===== config.mk =====
export PLATFORM = sky130hd
export DESIGN_NAME = bcg_issue_gate
export DESIGN_NICKNAME = d
export VERILOG_FILES = /design/src/rtl/bcg_pkg.sv /design/src/rtl/bcg_cycle_track.sv /design/src/rtl/bcg_wr_fence.sv /design/src/rtl/bcg_hold_ctl.sv /design/src/rtl/bcg_issue_gate.sv
export SDC_FILE = /design/constraint.sdc
export NUM_CORES = 1
export LEC_CHECK = 0
export BUFFER_PORTS_ARGS = -buffer_cell sky130_fd_sc_hd__buf_2
export CORE_AREA = 2 2 39 41
export DETAILED_ROUTE_END_ITERATION = 10
export DIE_AREA = 0 0 41 43
export PLACE_DENSITY = 0.43
export SLEW_MARGIN = 0
export SYNTH_ARGS = -nofsm -noshare
export SYNTH_HDL_FRONTEND = slang
export SYNTH_HIERARCHICAL = 1
export SYNTH_SLANG_ARGS = --single-unit

===== constraint.sdc =====
create_clock -name clk -period 1.8 [get_ports clk]
set_clock_uncertainty 0.2 [all_clocks]
set_input_delay 0.09 -clock clk [delete_from_list [all_inputs] [get_ports clk]]
set_output_delay 0.09 -clock clk [all_outputs]
set_load 0.1 [all_outputs]

===== src/rtl/bcg_pkg.sv =====
package bcg_pkg;

    typedef enum logic [1:0] {
        LS_INVALID = 2'b00,
        LS_SHARED  = 2'b01,
        LS_EXCL    = 2'b10,
        LS_MOD     = 2'b11
    } line_state_e;

    typedef enum logic [1:0] {
        HS_RUN    = 2'b00,
        HS_HELD   = 2'b01,
        HS_RESUME = 2'b10
    } hold_state_e;

    typedef struct packed {
        logic        valid;
        logic        write;
        line_state_e state;
    } bus_req_t;

    // A write to an owned line must wait behind external buffered writes.
    function automatic logic fence_applies(bus_req_t r);
        return r.write && ((r.state == LS_EXCL) || (r.state == LS_MOD));
    endfunction

endpackage


===== src/rtl/bcg_cycle_track.sv =====
module bcg_cycle_track (
    input  logic clk,
    input  logic rst,
    input  logic start,
    input  logic done,
    output logic busy,
    output logic boundary
);
    logic busy_q;

    always_ff @(posedge clk) begin
        if (rst)        busy_q <= 1'b0;
        else if (start) busy_q <= 1'b1;
        else if (done)  busy_q <= 1'b0;
    end

    assign busy     = busy_q;
    assign boundary = !busy_q || done;
endmodule


===== src/rtl/bcg_wr_fence.sv =====
module bcg_wr_fence (
    input  logic clk,
    input  logic rst,
    input  logic start,
    input  logic start_is_write,
    input  logic wbe_n,
    output logic fence
);
    logic fence_q;

    always_ff @(posedge clk) begin
        if (rst)                          fence_q <= 1'b0;
        else if (!wbe_n)                  fence_q <= 1'b0;
        else if (start && start_is_write) fence_q <= 1'b1;
    end

    assign fence = fence_q;
endmodule


===== src/rtl/bcg_hold_ctl.sv =====
module bcg_hold_ctl
    import bcg_pkg::*;
(
    input  logic clk,
    input  logic rst,
    input  logic hold,
    input  logic boundary,
    output logic hlda,
    output logic bus_oe,
    output logic run_ok
);
    hold_state_e st_q, st_d;
    logic        hlda_q, oe_q;

    always_comb begin
        st_d = st_q;
        unique case (st_q)
            HS_RUN:    if (hold && boundary) st_d = HS_HELD;
            HS_HELD:   if (!hold)            st_d = HS_RESUME;
            HS_RESUME:                       st_d = HS_RUN;
            default:                         st_d = HS_RUN;
        endcase
    end

    always_ff @(posedge clk) begin
        if (rst) begin
            st_q   <= HS_RUN;
            hlda_q <= 1'b0;
            oe_q   <= 1'b1;
        end else begin
            st_q   <= st_d;
            hlda_q <= (st_d == HS_HELD);
            oe_q   <= (st_d != HS_HELD);
        end
    end

    assign hlda   = hlda_q;
    assign bus_oe = oe_q;
    assign run_ok = (st_q == HS_RUN);
endmodule


===== src/rtl/bcg_issue_gate.sv =====
module bcg_issue_gate
    import bcg_pkg::*;
(
    input  logic       clk,
    input  logic       rst,
    input  logic       req_valid,
    input  logic       req_write,
    input  logic [1:0] req_state,
    input  logic       wbe_n,
    input  logic       hold,
    input  logic       cyc_done,
    output logic       cyc_start,
    output logic       hlda,
    output logic       bus_oe
);
    bus_req_t req;
    logic     busy, boundary, fence, run_ok, blocked;

    assign req.valid = req_valid;
    assign req.write = req_write;
    assign req.state = line_state_e'(req_state);

    bcg_cycle_track u_track (
        .clk(clk), .rst(rst), .start(cyc_start), .done(cyc_done),
        .busy(busy), .boundary(boundary)
    );

    bcg_wr_fence u_fence (
        .clk(clk), .rst(rst), .start(cyc_start), .start_is_write(req.write),
        .wbe_n(wbe_n), .fence(fence)
    );

    bcg_hold_ctl u_hold (
        .clk(clk), .rst(rst), .hold(hold), .boundary(boundary),
        .hlda(hlda), .bus_oe(bus_oe), .run_ok(run_ok)
    );

    assign blocked   = fence && fence_applies(req);
    assign cyc_start = !rst && run_ok && !busy && req.valid && !hold && !blocked;
endmodule


==> reports/qor.txt <==
cell area after synthesis - 242.7 µm²
initial antenna violation count - 0
WS Path Type - reg2out
combinational share of power - 19.9%
Initial Util - 17.54%
vias in the first global route - 227
sequential share of the synthesized area - 49.48%
Final Power - 0.3374 mW
Avg Vias per Cell - 4.170
vias - 221
final hold vios - 0
hold_sp - req_state[1]
Multi-input gate area - 133.9 µm²
worst-margin pin slew - 487.2 ps
Ys Warns - 6
CTS tree - yes
Required @ worst endpoint - 1510 ps
WHS Endpoint - u_track/busy
switching portion of total power - 28.75%
Initial DRC Count - 3
# diodes - 0
Switch Pwr - 0.09701 mW
final WL - 605 µm
Fmax achieved - 590.7 MHz
Placer Congestion - 0.6765
Yosys top cell area share - 49.48%
die area - 0.001763 mm²
flop2flop setup slack - 340 ps
slowest CP cell - a311oi_4
global-route wire length before repair - 890 µm
WL per Instance - 11.42 µm
clk sink count - 6
FILL cells - 141
area leader, netlist - dfxtp_1
worst-path fanout max - 5
CTS root buf - clkbuf_4
Chip Height - 43 µm
Layout area overhead - 71.65%
hold path depth - 4
Skew-Pair Late Insertion Delay - 240 ps
Setup violations, final - 0
DRC Markers - 0
CP Data Arrival Time - 1400 ps
area occupied by registers - 121.4 µm²
clk slew on worst S/H paths - 50 ps
Post-Synthesis Cells - 19
CTS resizes - 0
fin. max-slew vios - 0
grt ovf - 0
DRT antenna net count - 0
clock share of power - 37.7%
port buffer count - 10
Power Density - 809.8 mW/mm²
Net Count, Synth - 28
Inserted Clock Buffers - 3
PnR worst setup slack - 107.1 ps
DRT Pass-1 Iters - 2
Core Rows - 14
fin crit period - 1693 ps
RSZ-0062 raised after global routing - no
worst path cell trace - nor2_1, nand4bb_1, a311oi_4, buf_12
fin nets - 48
setup tns final - 0 ps
P_int - 0.2404 mW
Peak VDD IR - 0.0002434 V
Ports - 12
Relative slew margins - 67.74%
Area contributors post-synth - dfxtp_1 49%, o211a_1 8.2%, a311oi_2 6.2%, nor4b_2 6.2%, nand2b_4 5.7%
gr usage total - 8.442%
number of distinct library cells after synthesis - 13
largest net degree at the start of global routing - 6
worst hold path type - in2reg
crit-path leading delay family - compound AO/OA/AOI/OAI gates
Clock Tree Buf Depth - 2
Post-CTS Setup Repair Bufs - 0
Avg Cell Area, Syn - 12.78 µm²
Reg2Reg Launch Point - u_hold/st_q[0]
die extent in x - 41 µm
commonest non-fill, non-tap cell in the layout - buf_2
most frequent cells in the layout - 9 x buf_2, 5 x dlygate4sd3_1, 5 x dfxtp_1, 3 x clkbuf_4
Flop pwr share - 42.4%
CP max stage delay - 340 ps
status - finished clean
max_cap viols - 0
FF-to-FF End - u_fence/fence
share of layout cells above drive strength 1 - 56.76%
depth of the worst register-to-register path - 5
Util after Layout - 30.11%
startpoint types - flip-flop
fin crit share - 94.05%
core footprint - 0.001384 mm²
H-tree Lvls - 1
pre-CTS WS - 263.5 ps
synthesized flop and latch total - 6
CP bufs+invs - 1
Leak - 0.1749 nW
CP Capture Type - primary output
registers in the layout, indices dropped and copies added (netlist names):
name,flops
u_fence/fence,1
u_hold/bus_oe,1
u_hold/hlda,1
u_hold/st_q,2
u_track/busy,1
power by group through the flow:
stage          clock, mW  combinational [mW]  sequential [mW]
5_1_grt            0.142              0.0703            0.144
3_5_place_dp           0              0.0600            0.146
4_1_cts            0.134              0.0679            0.143
3_3_place_gp           0              0.0597            0.145
6_report           0.127              0.0671            0.143
2_1_floorplan          0              0.0203            0.164
area by class of cell:
type,count,area share [%]
repair buffers,15,27.63
well taps,16,4.805
flip-flops and latches,6,29.13
clock buffers,3,5.405
multi-input cells,12,32.13
inverters,1,0.9009
tightest hold or removal path, stage by stage:
cell and delay [ps]:
buf_2 100, a311oi_4 110, inv_1 60, a21oi_2 40
kinds of logic after synthesis:
| family | share of synthesized area [%] |
|---|---|
| buf+inv | 1.545 |
| simple gates | 25.77 |
| flops | 49.49 |
| compound gates | 23.19 |
Yosys cell counts:
library cell,count
a311oi_2,1
nor3b_2,1
a21oi_2,1
nor4b_2,1
nand2b_4,1
a21oi_1,1
dfxtp_1,6
o211a_1,2
nor2_2,1
inv_1,1
nand4bb_1,1
o211ai_1,1
nor2_1,1
per-layer routing:
metal / global-route usage, % / routed length, µm / up-vias
met3: 4.188 / 65 / 2
li1: - / - / 111
met5: 0 / 0 / -
met1: 8.065 / 253 / 97
met2: 11.25 / 280 / 11
met4: 10.00 / 6 / 0
worst max-delay path by stage:
stage              startpoint            end  slack [ps]  depth (start not counted)
2_1_floorplan  u_hold/st_q[1]  u_fence/fence        -330                          5
3_3_place_gp   u_hold/st_q[1]  u_fence/fence         320                          5
3_5_place_dp   u_hold/st_q[0]  u_fence/fence         260                          5
4_1_cts        u_hold/st_q[0]      cyc_start          20                          4
5_1_grt        u_hold/st_q[0]      cyc_start          20                          4
6_report       u_hold/st_q[0]      cyc_start         110                          4
metrics by stage:
| step | std cells | area (µm²) | hold WS [ps] |
|---|---|---|---|
| 6_report | 53 | 416.7 | 14.38 |
| 4_1_cts | 53 | 416.7 | 6.977 |
| 5_1_grt | 53 | 416.7 | 18.75 |
| 3_3_place_gp | 45 | 344.1 | 128.6 |
| 3_5_place_dp | 45 | 344.1 | 127.7 |
| 2_1_floorplan | 19 | 259.0 | -47.56 |
what timing repair did:
item	4_1_cts	5_1_grt
hold buffers	5	0
endpoints found under the setup margin	0	1
hold endpoints to repair	6	0
Power figures use the tool's default switching activity.
